===== src/rtl/prog_seq_pkg.sv =====
package prog_seq_pkg;
  typedef enum logic [2:0] {
    OP_ENTER = 3'd0,
    OP_EXIT  = 3'd1,
    OP_LOAD  = 3'd2,
    OP_READ  = 3'd3,
    OP_INCR  = 3'd4,
    OP_WRITE = 3'd5
  } op_e;

  localparam int CMD_BITS  = 6;
  localparam int DATA_BITS = 14;
  localparam int SEG_BITS  = DATA_BITS + 2;

  // target decodes these, LSb shifted first
  localparam logic [CMD_BITS-1:0] CMD_LOAD  = 6'h02;
  localparam logic [CMD_BITS-1:0] CMD_READ  = 6'h04;
  localparam logic [CMD_BITS-1:0] CMD_INCR  = 6'h06;
  localparam logic [CMD_BITS-1:0] CMD_BEGIN = 6'h08;
  localparam logic [CMD_BITS-1:0] CMD_END   = 6'h0E;

  typedef enum logic [3:0] {
    ST_IDLE, ST_ON_VDD, ST_ON_VPP, ST_OFF_VPP, ST_OFF_VDD,
    ST_CMD, ST_CMD_GAP, ST_DATA, ST_DATA_GAP,
    ST_BEGIN, ST_PROG, ST_END, ST_DISCH
  } st_e;

  function automatic int max2(int a, int b);
    return (a > b) ? a : b;
  endfunction

  function automatic logic op_known(logic [2:0] op);
    return op <= 3'd5;
  endfunction

  function automatic logic [CMD_BITS-1:0] op_cmd(op_e op);
    case (op)
      OP_READ: return CMD_READ;
      OP_INCR: return CMD_INCR;
      default: return CMD_LOAD;
    endcase
  endfunction
endpackage


===== src/rtl/prog_seq_timer.sv =====
module prog_seq_timer #(
  parameter int W = 8
) (
  input  logic         clk_i,
  input  logic         rst_ni,
  input  logic         load_i,
  input  logic [W-1:0] val_i,
  output logic         zero_o
);
  logic [W-1:0] cnt_q;

  always_ff @(posedge clk_i or negedge rst_ni) begin
    if (!rst_ni)           cnt_q <= '0;
    else if (load_i)       cnt_q <= val_i;
    else if (cnt_q != '0)  cnt_q <= cnt_q - 1'b1;
  end

  assign zero_o = (cnt_q == '0);
endmodule


===== src/rtl/prog_seq_serial.sv =====
module prog_seq_serial #(
  parameter int HI_CYC   = 4,
  parameter int LO_CYC   = 4,
  parameter int MAX_BITS = 16
) (
  input  logic                         clk_i,
  input  logic                         rst_ni,
  input  logic                         start_i,
  input  logic                         listen_i,
  input  logic [$clog2(MAX_BITS):0]    nbits_i,
  input  logic [MAX_BITS-1:0]          word_i,
  input  logic                         sdat_i,
  output logic                         sclk_o,
  output logic                         sdat_o,
  output logic                         oe_o,
  output logic                         done_o,
  output logic [MAX_BITS-1:0]          rx_o
);
  localparam int PH_W  = $clog2(prog_seq_pkg::max2(HI_CYC, LO_CYC) + 1);
  localparam int IDX_W = $clog2(MAX_BITS);

  typedef enum logic [1:0] {SH_IDLE, SH_HIGH, SH_LOW} sh_e;

  sh_e                 st_q;
  logic [PH_W-1:0]     ph_q;
  logic [IDX_W-1:0]    idx_q;
  logic [IDX_W:0]      nbits_q;
  logic [MAX_BITS-1:0] sh_q;
  logic                last_bit;

  assign last_bit = ({1'b0, idx_q} == nbits_q - 1'b1);

  always_ff @(posedge clk_i or negedge rst_ni) begin
    if (!rst_ni) begin
      st_q    <= SH_IDLE;
      ph_q    <= '0;
      idx_q   <= '0;
      nbits_q <= '0;
      sh_q    <= '0;
      sclk_o  <= 1'b0;
      sdat_o  <= 1'b0;
      oe_o    <= 1'b1;
      done_o  <= 1'b0;
      rx_o    <= '0;
    end else begin
      done_o <= 1'b0;
      case (st_q)
        SH_IDLE: begin
          if (start_i) begin
            st_q    <= SH_HIGH;
            ph_q    <= PH_W'(HI_CYC - 1);
            idx_q   <= '0;
            nbits_q <= nbits_i;
            sh_q    <= word_i;
            sclk_o  <= 1'b1;
            sdat_o  <= listen_i ? 1'b0 : word_i[0];
            oe_o    <= ~listen_i;
            rx_o    <= '0;
          end
        end
        SH_HIGH: begin
          if (ph_q == '0) begin
            st_q        <= SH_LOW;
            ph_q        <= PH_W'(LO_CYC - 1);
            sclk_o      <= 1'b0;
            rx_o[idx_q] <= sdat_i;   // sample at end of high phase
          end else begin
            ph_q <= ph_q - 1'b1;
          end
        end
        SH_LOW: begin
          if (ph_q != '0) begin
            ph_q <= ph_q - 1'b1;
          end else if (last_bit) begin
            st_q   <= SH_IDLE;
            done_o <= 1'b1;
            sdat_o <= 1'b0;
            oe_o   <= 1'b1;
          end else begin
            st_q   <= SH_HIGH;
            ph_q   <= PH_W'(HI_CYC - 1);
            idx_q  <= idx_q + 1'b1;
            sh_q   <= sh_q >> 1;
            sclk_o <= 1'b1;
            if (oe_o) sdat_o <= sh_q[1];
          end
        end
        default: st_q <= SH_IDLE;
      endcase
    end
  end
endmodule


===== src/rtl/prog_seq_ctrl.sv =====
module prog_seq_ctrl
  import prog_seq_pkg::*;
#(
  parameter int TMR_W    = 16,
  parameter int GAP_CYC  = 8,
  parameter int PROG_CYC = 100,
  parameter int DIS_CYC  = 50,
  parameter int PWR_CYC  = 20
) (
  input  logic                      clk_i,
  input  logic                      rst_ni,
  input  logic                      req_valid_i,
  input  logic [2:0]                req_op_i,
  input  logic [DATA_BITS-1:0]      req_data_i,
  output logic                      busy_o,
  output logic                      done_o,
  output logic [DATA_BITS-1:0]      rd_data_o,
  output logic                      vdd_en_o,
  output logic                      vpp_en_o,
  output logic                      tmr_load_o,
  output logic [TMR_W-1:0]          tmr_val_o,
  input  logic                      tmr_zero_i,
  output logic                      ser_start_o,
  output logic                      ser_listen_o,
  output logic [$clog2(SEG_BITS):0] ser_nbits_o,
  output logic [SEG_BITS-1:0]       ser_word_o,
  input  logic                      ser_done_i,
  input  logic [SEG_BITS-1:0]       ser_rx_i
);
  localparam int NB_W = $clog2(SEG_BITS) + 1;

  st_e                  st_q, st_d;
  op_e                  op_q;
  logic [DATA_BITS-1:0] data_q;
  logic                 finish;
  logic                 accept;

  assign busy_o = (st_q != ST_IDLE);

  always_comb begin
    st_d         = st_q;
    finish       = 1'b0;
    accept       = 1'b0;
    tmr_load_o   = 1'b0;
    tmr_val_o    = '0;
    ser_start_o  = 1'b0;
    ser_listen_o = 1'b0;
    ser_nbits_o  = NB_W'(CMD_BITS);
    ser_word_o   = '0;
    case (st_q)
      ST_IDLE: begin
        if (req_valid_i && op_known(req_op_i)) begin
          accept = 1'b1;
          case (op_e'(req_op_i))
            OP_ENTER: begin
              st_d = ST_ON_VDD; tmr_load_o = 1'b1; tmr_val_o = TMR_W'(PWR_CYC);
            end
            OP_EXIT: begin
              st_d = ST_OFF_VPP; tmr_load_o = 1'b1; tmr_val_o = TMR_W'(PWR_CYC);
            end
            default: begin
              st_d        = ST_CMD;
              ser_start_o = 1'b1;
              ser_word_o  = SEG_BITS'(op_cmd(op_e'(req_op_i)));
            end
          endcase
        end
      end
      ST_ON_VDD: if (tmr_zero_i) begin
        st_d = ST_ON_VPP; tmr_load_o = 1'b1; tmr_val_o = TMR_W'(PWR_CYC);
      end
      ST_ON_VPP:  if (tmr_zero_i) finish = 1'b1;
      ST_OFF_VPP: if (tmr_zero_i) begin
        st_d = ST_OFF_VDD; tmr_load_o = 1'b1; tmr_val_o = TMR_W'(PWR_CYC);
      end
      ST_OFF_VDD: if (tmr_zero_i) finish = 1'b1;
      ST_CMD: if (ser_done_i) begin
        st_d = ST_CMD_GAP; tmr_load_o = 1'b1; tmr_val_o = TMR_W'(GAP_CYC);
      end
      ST_CMD_GAP: if (tmr_zero_i) begin
        if (op_q == OP_INCR) begin
          finish = 1'b1;
        end else begin
          st_d         = ST_DATA;
          ser_start_o  = 1'b1;
          ser_nbits_o  = NB_W'(SEG_BITS);
          ser_listen_o = (op_q == OP_READ);
          ser_word_o   = (op_q == OP_READ) ? '0 : {1'b0, data_q, 1'b0};
        end
      end
      ST_DATA: if (ser_done_i) begin
        st_d = ST_DATA_GAP; tmr_load_o = 1'b1; tmr_val_o = TMR_W'(GAP_CYC);
      end
      ST_DATA_GAP: if (tmr_zero_i) begin
        if (op_q == OP_WRITE) begin
          st_d        = ST_BEGIN;
          ser_start_o = 1'b1;
          ser_word_o  = SEG_BITS'(CMD_BEGIN);
        end else begin
          finish = 1'b1;
        end
      end
      ST_BEGIN: if (ser_done_i) begin
        st_d = ST_PROG; tmr_load_o = 1'b1; tmr_val_o = TMR_W'(PROG_CYC);
      end
      ST_PROG: if (tmr_zero_i) begin
        st_d        = ST_END;
        ser_start_o = 1'b1;
        ser_word_o  = SEG_BITS'(CMD_END);
      end
      ST_END: if (ser_done_i) begin
        st_d = ST_DISCH; tmr_load_o = 1'b1; tmr_val_o = TMR_W'(DIS_CYC);
      end
      ST_DISCH: if (tmr_zero_i) finish = 1'b1;
      default: st_d = ST_IDLE;
    endcase
    if (finish) st_d = ST_IDLE;
  end

  always_ff @(posedge clk_i or negedge rst_ni) begin
    if (!rst_ni) begin
      st_q      <= ST_IDLE;
      op_q      <= OP_ENTER;
      data_q    <= '0;
      done_o    <= 1'b0;
      rd_data_o <= '0;
      vdd_en_o  <= 1'b0;
      vpp_en_o  <= 1'b0;
    end else begin
      st_q   <= st_d;
      done_o <= finish;
      if (accept) begin
        op_q   <= op_e'(req_op_i);
        data_q <= req_data_i;
        if (op_e'(req_op_i) == OP_ENTER) vdd_en_o <= 1'b1;
        if (op_e'(req_op_i) == OP_EXIT)  vpp_en_o <= 1'b0;
      end
      if (st_q == ST_ON_VDD  && tmr_zero_i) vpp_en_o <= 1'b1;
      if (st_q == ST_OFF_VPP && tmr_zero_i) vdd_en_o <= 1'b0;
      if (st_q == ST_DATA && ser_done_i && op_q == OP_READ)
        rd_data_o <= ser_rx_i[DATA_BITS:1];
    end
  end
endmodule


===== src/rtl/prog_seq.sv =====
module prog_seq
  import prog_seq_pkg::*;
#(
  parameter int HI_CYC   = 10,
  parameter int LO_CYC   = 10,
  parameter int GAP_CYC  = 100,
  parameter int PROG_CYC = 200000,
  parameter int DIS_CYC  = 10000,
  parameter int PWR_CYC  = 500
) (
  input  logic        clk_i,
  input  logic        rst_ni,
  input  logic        req_valid_i,
  input  logic [2:0]  req_op_i,
  input  logic [13:0] req_data_i,
  output logic        busy_o,
  output logic        done_o,
  output logic [13:0] rd_data_o,
  output logic        sclk_o,
  output logic        sdat_o,
  output logic        sdat_oe_o,
  input  logic        sdat_i,
  output logic        vdd_en_o,
  output logic        vpp_en_o
);
  localparam int T_MAX = max2(max2(GAP_CYC, PROG_CYC), max2(DIS_CYC, PWR_CYC));
  localparam int TMR_W = $clog2(T_MAX + 1);
  localparam int NB_W  = $clog2(SEG_BITS) + 1;

  logic                tmr_load, tmr_zero;
  logic [TMR_W-1:0]    tmr_val;
  logic                ser_start, ser_listen, ser_done;
  logic [NB_W-1:0]     ser_nbits;
  logic [SEG_BITS-1:0] ser_word, ser_rx;

  prog_seq_ctrl #(
    .TMR_W(TMR_W), .GAP_CYC(GAP_CYC), .PROG_CYC(PROG_CYC),
    .DIS_CYC(DIS_CYC), .PWR_CYC(PWR_CYC)
  ) i_ctrl (
    .clk_i, .rst_ni, .req_valid_i, .req_op_i, .req_data_i,
    .busy_o, .done_o, .rd_data_o, .vdd_en_o, .vpp_en_o,
    .tmr_load_o(tmr_load), .tmr_val_o(tmr_val), .tmr_zero_i(tmr_zero),
    .ser_start_o(ser_start), .ser_listen_o(ser_listen),
    .ser_nbits_o(ser_nbits), .ser_word_o(ser_word),
    .ser_done_i(ser_done), .ser_rx_i(ser_rx)
  );

  prog_seq_timer #(.W(TMR_W)) i_timer (
    .clk_i, .rst_ni, .load_i(tmr_load), .val_i(tmr_val), .zero_o(tmr_zero)
  );

  prog_seq_serial #(.HI_CYC(HI_CYC), .LO_CYC(LO_CYC), .MAX_BITS(SEG_BITS)) i_serial (
    .clk_i, .rst_ni, .start_i(ser_start), .listen_i(ser_listen),
    .nbits_i(ser_nbits), .word_i(ser_word), .sdat_i,
    .sclk_o, .sdat_o, .oe_o(sdat_oe_o), .done_o(ser_done), .rx_o(ser_rx)
  );
endmodule


===== config.mk =====
export PLATFORM = sky130hd
export DESIGN_NAME = prog_seq
export DESIGN_NICKNAME = d
export VERILOG_FILES = /design/src/rtl/prog_seq_pkg.sv /design/src/rtl/prog_seq_timer.sv /design/src/rtl/prog_seq_serial.sv /design/src/rtl/prog_seq_ctrl.sv /design/src/rtl/prog_seq.sv
export SDC_FILE = /design/constraint.sdc
export NUM_CORES = 1
export LEC_CHECK = 0
export BUFFER_PORTS_ARGS = -buffer_cell sky130_fd_sc_hd__buf_4
export CORE_ASPECT_RATIO = 0.8
export CORE_UTILIZATION = 55
export DETAILED_ROUTE_END_ITERATION = 6
export PLACE_DENSITY = 0.76
export REMOVE_ABC_BUFFERS = 1
export SETUP_SLACK_MARGIN = 0.02
export SKIP_CTS_REPAIR_TIMING = 1
export SYNTH_ARGS = -nofsm -noshare
export SYNTH_HDL_FRONTEND = slang
export SYNTH_HIERARCHICAL = 1
export SYNTH_SLANG_ARGS = --single-unit
export TNS_END_PERCENT = 100

===== constraint.sdc =====
create_clock -name clk_i -period 3.8 [get_ports clk_i]
set_clock_uncertainty 0.1 [all_clocks]
set_input_delay 0.76 -clock clk_i [delete_from_list [all_inputs] [get_ports clk_i]]
set_output_delay 0.76 -clock clk_i [all_outputs]
set_load 0.05 [all_outputs]

# == Yosys cells after proc, flatten, opt, wreduce, memory -nomap -nowiden ==
# Index checks and enable logic that the tools add are counted.
# word_totals
reg_bits,107
inputBits,21
# classes
addsub,4
n_lt_le_gt_ge,3
eq_ne,41
n_mux,107
bitwise_logic,1
reduce_logical,38
# ops
cell,n
2-to-1 mux 16 bit,9
case mux 18 bit (5 select lines),1
2-to-1 mux 4 bit,22
2-to-1 mux 18 bit,4
case mux 16 bit (2 select lines),2
case mux 16 bit (4 select lines),1
case mux 4 bit (11 select lines),1
2-to-1 mux 1 bit,42
!= test 3 x 1 -> 1 bit (second input constant),12
== test 4 bit (second input constant),5
zero test 18 bit,1
2-to-1 mux 9 bit,2
nonzero test 18 bit,1
subtractor 18 x 1 -> 18 bit (second input constant),1
bitwise mux 16 bit,1
== test 4 x 3 -> 1 bit (second input constant),4
2-to-1 mux 15 bit,1
2-to-1 mux 5 bit,3
2-to-1 mux 14 bit,1
nonzero test 2 bit,7
AND reduction 13 bit,1
case mux 3 bit (2 select lines),2
case mux 4 bit (3 select lines),1
AND reduction 4 bit,3
other kinds (40),66

# == Longest topological paths before layout ==
# Gate-level depths: netlist of run 1.
# depth
depth_word,8
ltp_mapped,14
ltp_nobuf,13

# == By module ==
# Netlist of run 1, hierarchy kept.
# modules_own_cells
mod,instances,cells_per_inst,area_each_um2
prog_seq_serial,1,260,2890.3
prog_seq_ctrl,1,207,2258.4
prog_seq_timer,1,110,1081.0

# == Worst setup path after synthesis of run 1 ==
# OpenSTA, ideal clock, no wires.
# synth_path
kind,reg-to-reg
startpoint,reg i_timer.cnt_q[0]
endpoint,reg i_serial.sh_q[10]
setup_ns,0.125
arrival_ns,3.509
required_ns,3.575
setup_slack_ns,0.066
stages_incl_launch_ff,15
path_buffers,1
path_cell_list,dfrtp_1 -> inv_1 -> ha_1 -> nor4b_1 -> nand2_1 -> nor3_4 -> o21ai_0 -> o32a_1 -> nand2_1 -> and2b_1 -> a21oi_4 -> a21oi_2 -> a21oi_4 -> buf_12 -> mux2_4
# synth_via
elab_chain_len,5
word_cells_on_any_way,11
# synth_lines
element,line,text
from (decl),prog_seq_timer.sv:10,logic [W-1:0] cnt_q;
from (signal assigned),prog_seq_timer.sv:14,else if (load_i) cnt_q <= val_i;
from (signal assigned),prog_seq_timer.sv:15,else if (cnt_q != '0) cnt_q <= cnt_q - 1'b1;
zero test 18 bit (*),prog_seq_timer.sv:18,assign zero_o = (cnt_q == '0);
named net tmr_zero,prog_seq.sv:30,"logic tmr_load, tmr_zero;"
2-to-1 mux 1 bit (on tied branches),"prog_seq_ctrl.sv:106, prog_seq_ctrl.sv:80, prog_seq_ctrl.sv:94",
case mux 1 bit (4 select lines) (*),prog_seq_ctrl.sv:50,case (st_q)
named net ser_start,prog_seq.sv:32,"logic ser_start, ser_listen, ser_done;"
!= test 2 bit (no line) (*),-,
AND reduction 4 bit (no line) (*),-,
to (signal assigned),prog_seq_serial.sv:54,sh_q <= word_i;
to (signal assigned),prog_seq_serial.sv:83,sh_q <= sh_q >> 1;
to (decl),prog_seq_serial.sv:28,logic [MAX_BITS-1:0] sh_q;
# Mark *: on every way through the listed nets, which the timed path passes. The rest lies on a longest branch. The select of a mux whose other input is x is not followed.
# A chain may end at the register's enable or synchronous reset.

# == Worst setup path in the final report of run 1 ==
# layout_path
startpoint,reg i_timer.cnt_q[0]
endpoint,reg i_serial.idx_q[3]
# layout_via
elab_chain_len,5
word_cells_on_any_way,7
# layout_lines
element,line,text
zero test 18 bit (*),prog_seq_timer.sv:18,
named net tmr_zero,prog_seq.sv:30,
2-to-1 mux 1 bit (on tied branches),"prog_seq_ctrl.sv:106, prog_seq_ctrl.sv:80, prog_seq_ctrl.sv:94",
case mux 1 bit (4 select lines) (*),prog_seq_ctrl.sv:50,
named net ser_start,prog_seq.sv:32,
!= test 2 bit (no line) (*),-,
AND reduction 4 bit (no line) (*),-,
to (signal assigned),prog_seq_serial.sv:82,idx_q <= idx_q + 1'b1;
to (decl),prog_seq_serial.sv:26,logic [IDX_W-1:0] idx_q;
# Mark *: on every way through the listed nets, which the timed path passes. The rest lies on a longest branch.

==> flow_metrics.env, run 1 <==
export IMPL_status="finished, final reports clean"
export IMPL_crit_type="register to register"
export IMPL_hold_class="input pin to async pin"
export IMPL_via_count=4272
export IMPL_post_route_period_util=0.940
export IMPL_rsz0062_at_grt="false"
export IMPL_fin_tns_setup_ns=0
export IMPL_gp_routability_congestion=0.878
export IMPL_grt_pass1_vias=4035
export IMPL_antenna_found_initial=0
export IMPL_final_antenna_net_count=0
export IMPL_period_minus_slack_ns=3.57
export IMPL_final_nets=631
export IMPL_mostFrequentLayoutCells="dfrtp_1, buf_4, nand2_1"
export IMPL_drv_cap=0
export IMPL_worst_pin_slew_ns=0.774
export IMPL_drt_iter0_drc=178
export IMPL_start_util=0.565
export IMPL_routed_wl_um=11900
export IMPL_vias_per_cell=5.72
export IMPL_insertion_delay_ns=0.35
export IMPL_setup_viol=0
export IMPL_p_per_area_nw_per_um2=660
export IMPL_avgSynthCellArea_um2=10.8
export IMPL_grt_pass1_wl_um=19800
export IMPL_grtUsageTotal=0.217
export IMPL_fp_dieW_um=120
export IMPL_max_freq_mhz=280
export IMPL_drive_gt1_frac=0.297
export IMPL_core_um2=10800
export IMPL_n_antenna_cell=0
export IMPL_post_drt_wl_per_cell_um=16.0
export IMPL_cp_required_ns=3.98
export IMPL_cts_buffer_depth=2
export IMPL_syn_to_final_growth_pct=10.1
export IMPL_clkSinkCount=104
export IMPL_start_kind="register"
export IMPL_fp_dieH_um=96.4
export IMPL_cts_tree="yes"
export IMPL_die_area_um2=11600
export IMPL_arrival_ns=3.75
export IMPL_remaining_drc_errors=0
export IMPL_layout_commonest_cell="dfrtp_1"
export IMPL_core_rowCount=34
export IMPL_max_slew_margin_rel=0.479
export IMPL_ys_warnings_count=6
export IMPL_gr_total_overflow=0
export IMPL_grt_max_degree=57
export IMPL_syn_area_um2=6130
export IMPL_cts_buffers=9
export IMPL_irDropWorstVdd_v=0.000352
export IMPL_cts_root_buf="clkbuf_16"
export IMPL_dp_hpwl_um=8330
export IMPL_end_kind="register"
export IMPL_htree_num_levels=3
export IMPL_boundaryPins=42
export IMPL_hold_slack_ns=0.365
export IMPL_synthCells=568
export IMPL_numPortBuffers=41
export IMPL_dr_pass1_iters=4
export IMPL_hold_violations=0
export IMPL_finalMaxSlewViolations=0
export IMPL_leakagePower_nw=3.14
export IMPL_cp_max_fo=6
export IMPL_clk_pin_slew_ns=0.07
==> layout make-up <==
cell class,count,area [um2]
Clock buffer,9,225
Clock inverter,7,55.1
Fill cell,887,4100
Inverter,23,86.3
Multi-Input combinational cell,404,3180
Sequential cell,104,2600
Tap cell,144,180
Timing Repair Buffer,56,420
==> final timing paths <==
path | cells after the start | startpoint | to | slack, ns
max in group asynchronous | 2 | rst_ni | i_serial/oe_o | 2.36
worst min register to register | 1 | i_ctrl/data_q[5] | i_ctrl/data_q[5] | 0.40
worst max register to register | 14 | i_timer/cnt_q[0] | i_serial/idx_q[3] | 0.23
worst max-delay path | 14 | i_timer/cnt_q[0] | i_serial/idx_q[3] | 0.23
worst min-delay path | 1 | rst_ni | i_serial/ph_q[1] | 0.36
min in group clk_i | 1 | i_ctrl/data_q[5] | i_ctrl/data_q[5] | 0.40
==> stage by stage <==
step / power [mW] / cell area (um2) / util / std cells / setup slack (ns)
2_1_floorplan: 3.08 / 5850 / - / 531 / -0.0831
3_3_place_gp: 3.46 / 6430 / 0.593 / 729 / 0.253
3_5_place_dp: 3.54 / 6430 / 0.593 / 729 / 0.0919
4_1_cts: 4.43 / 6720 / 0.619 / 745 / 0.0838
5_1_grt: 4.77 / 6750 / 0.622 / 747 / 0.0456
6_report: 4.46 / 6750 / 0.622 / 747 / 0.229
==> sequential cells by signal, summed over array words and instances, names as in the netlist <==
register	cells
i_serial/rx_o	14
i_serial/done_o	1
i_ctrl/vdd_en_o	1
i_ctrl/data_q	14
i_serial/idx_q	4
i_ctrl/vpp_en_o	1
i_ctrl/st_q	4
i_serial/sdat_o	1
i_serial/sclk_o	1
i_serial/st_q	2
i_ctrl/done_o	1
i_timer/cnt_q	18
i_serial/sh_q	15
i_serial/ph_q	4
i_serial/oe_o	1
i_serial/nbits_q	5
i_ctrl/op_q	3
i_ctrl/rd_data_o	14
==> report_power, final <==
group	internal [mW]	switching [mW]	leakage, nW	total, mW
Combinational	0.831	0.965	1.67	1.80
Sequential	1.43	0.369	1.34	1.80
Clock	0.450	0.418	0.132	0.868
Total	2.71	1.75	3.14	4.46
==> layer usage <==
| layer | track usage | vias up | wire, um | share of wire |
|---|---|---|---|---|
| li1 | - | 2066 | - | - |
| met1 | 0.289 | 2105 | 5680 | 0.48 |
| met3 | 0.0428 | 15 | 440 | 0.037 |
| met2 | 0.361 | 86 | 5620 | 0.47 |
| met5 | 0 | - | 0 | 0 |
| met4 | 0.0698 | 0 | 179 | 0.015 |
==> worst max-delay path, cell delays in order (launching register included) <==
cell and delay, ns:
dfrtp_1 0.39, inv_1 0.11, ha_1 0.22, nor4b_2 0.24, nand2_1 0.15, nor3_4 0.33
o21ai_1 0.15, o32a_1 0.36, nand2_1 0.13, and2b_1 0.28, a21oi_4 0.20, buf_4 0.16
nand2_4 0.06, or4_1 0.47, a21oi_1 0.15
Power figures use the tool's default switching activity.
==> run 2: changes to the inputs <==
ABC_AREA = 1   (was not set)
CORE_UTILIZATION = 56   (was 55)
GPL_TIMING_DRIVEN = 0   (was not set)
PLACE_DENSITY = 0.77   (was 0.76)
==> flow_metrics.env, run 2 <==
export IMPL_status="finished, final reports clean"
export IMPL_crit_type="register to register"
export IMPL_boundaryPins=42
export IMPL_drive_gt1_frac=0.181
export IMPL_critPathBufInv=1
export IMPL_worst_pin_slew_ns=1.06
export IMPL_dp_hpwl_um=9340
export IMPL_r2r_start="i_timer/cnt_q[0]"
export IMPL_worstReg2RegEnd="i_serial/sh_q[12]"
export IMPL_fp_dieH_um=97.4
export IMPL_end_kind="register"
export IMPL_insertion_delay_ns=0.36
export IMPL_rsz0062_at_grt="false"
export IMPL_post_route_period_util=0.932
export IMPL_finalPower_mw=4.61
export IMPL_path_cells="inv_1, ha_1, nand2_2, nor2_8, nand3_2, nor3_4, nand2_1, nand4_1, nor2_1, a21oi_4, nand3_2, nand2_2, nand2_1, nand2_1"
export IMPL_clk_pin_slew_ns=0.08
export IMPL_p_per_area_nw_per_um2=666
export IMPL_start_util=0.581
export IMPL_final_nets=878
export IMPL_cp_required_ns=3.99
export IMPL_critPathCapture="i_serial/sh_q[12]"
export IMPL_leakagePower_nw=3.59
export IMPL_syn_to_final_growth_pct=8.72
export IMPL_cts_root_buf="clkbuf_16"
export IMPL_crit_cells=14
export IMPL_ff2ff_path_depth=14
export IMPL_slowest_delay_ns=0.48
export IMPL_cts_buffer_depth=2
export IMPL_crit_family="simple AND/OR/NAND/NOR gates"
export IMPL_final_util=0.631
export IMPL_reg_top3="i_timer/cnt_q (18), i_serial/sh_q (15)"
export IMPL_n_antenna_cell=0
export IMPL_dr_pass1_iters=5
export IMPL_synthCells=822
export IMPL_max_slew_margin_rel=0.290
export IMPL_largest_reg_flops=18
export IMPL_gp_routability_congestion=0.930
export IMPL_critPathLaunch="i_timer/cnt_q[0]"
export IMPL_antenna_found_initial=0
export IMPL_max_freq_mhz=282
export IMPL_hold_violations=0
export IMPL_clkSinkCount=104
export IMPL_arrival_ns=3.73
export IMPL_cp_max_fo=20
export IMPL_grt_pass1_wl_um=23100
export IMPL_core_rowCount=34
export IMPL_grt_max_degree=105
export IMPL_mostFrequentLayoutCells="nand2_1, dfrtp_1, inv_1"
export IMPL_remaining_drc_errors=0
export IMPL_fp_dieW_um=121
export IMPL_start_kind="register"
export IMPL_grt_pass1_vias=5087
export IMPL_post_drt_wl_per_cell_um=13.7
export IMPL_hold_class="input pin to async pin"
export IMPL_largest_register="i_timer/cnt_q"
export IMPL_drv_cap=0
export IMPL_vias_per_cell=5.46
export IMPL_htree_num_levels=3
export IMPL_core_um2=11000
export IMPL_cts_tree="yes"
export IMPL_numPortBuffers=41
export IMPL_gr_total_overflow=0
export IMPL_ys_warnings_count=6
export IMPL_via_count=5425
export IMPL_routed_wl_um=13700
export IMPL_layout_commonest_cell="nand2_1"
export IMPL_grtUsageTotal=0.244
export IMPL_period_minus_slack_ns=3.54
export IMPL_nFillCells=951
export IMPL_ff2ff_setup_slack_ns=0.26
export IMPL_setup_viol=0
export IMPL_die_area_um2=11800
export IMPL_drt_iter0_drc=351
export IMPL_finalMaxSlewViolations=0
export IMPL_final_antenna_net_count=0
export IMPL_worst_path_max_delay_cell="nand2_2"
export IMPL_syn_area_um2=6370
export IMPL_path_common_cell="nand2_1"
export IMPL_irDropWorstVdd_v=0.000361
export IMPL_avgSynthCellArea_um2=7.75
export IMPL_cts_buffers=9
[run 2: worst reg2reg max path: cells and delay by family (launching register included)]
family | cells | cell delay, ns
adders and majority gates | 1 | 0.21
buffers and inverters | 1 | 0.11
AOI/OAI and AO/OA | 1 | 0.21
and+or+nand+nor | 11 | 2.47
DFF | 1 | 0.38
[run 2: power by group]
part / total [mW] / internal (mW) / switching, mW
clock network: 0.918 / 0.460 / 0.458
logic: 2.03 / 0.626 / 1.40
registers: 1.67 / 1.41 / 0.260
total: 4.61 / 2.50 / 2.12
[run 2: through the flow]
step	area [um2]	cells	setup TNS (ns)	setup WS (ns)	hold WS, ns
final	6930	994	0	0.258	0.161
after global routing	6930	994	0	0.0368	0.168
after CTS	6850	989	-12.10	-0.558	0.386
after detailed placement	6560	973	-9.70	-0.507	0.368
after global placement	6560	973	-5.57	-0.415	0.360
after floorplan	6070	788	0	0.428	0.342
[run 2: how the worst min path moves through the flow]
stage / from / to / slack [ns] / cells past startpoint
after floorplan: i_serial/ph_q[0] / i_serial/ph_q[0] / 0.34 / 2
after global placement: i_serial/ph_q[0] / i_serial/ph_q[0] / 0.36 / 2
after detailed placement: i_serial/ph_q[0] / i_serial/ph_q[0] / 0.37 / 2
after CTS: i_serial/ph_q[0] / i_serial/ph_q[0] / 0.39 / 2
after global routing: rst_ni / i_timer/cnt_q[15] / 0.17 / 1
final: rst_ni / i_timer/cnt_q[15] / 0.16 / 1
[run 2: final cells by class]
type | count | area, um2 | area share
Clock buffer | 9 | 225 | 0.0325
Clock inverter | 7 | 63.8 | 0.00921
Inverter | 98 | 369 | 0.0533
Multi-Input combinational cell | 587 | 3120 | 0.451
Sequential cell | 104 | 2600 | 0.376
Tap cell | 144 | 180 | 0.0260
Timing Repair Buffer | 45 | 362 | 0.0522
[run 2: metal layers]
layer,up-vias,track usage,share of wire
met2,148,0.404,0.48
met5,-,0,0
met3,20,0.0516,0.050
met1,2605,0.319,0.45
met4,0,0.0741,0.016
li1,2652,-,-
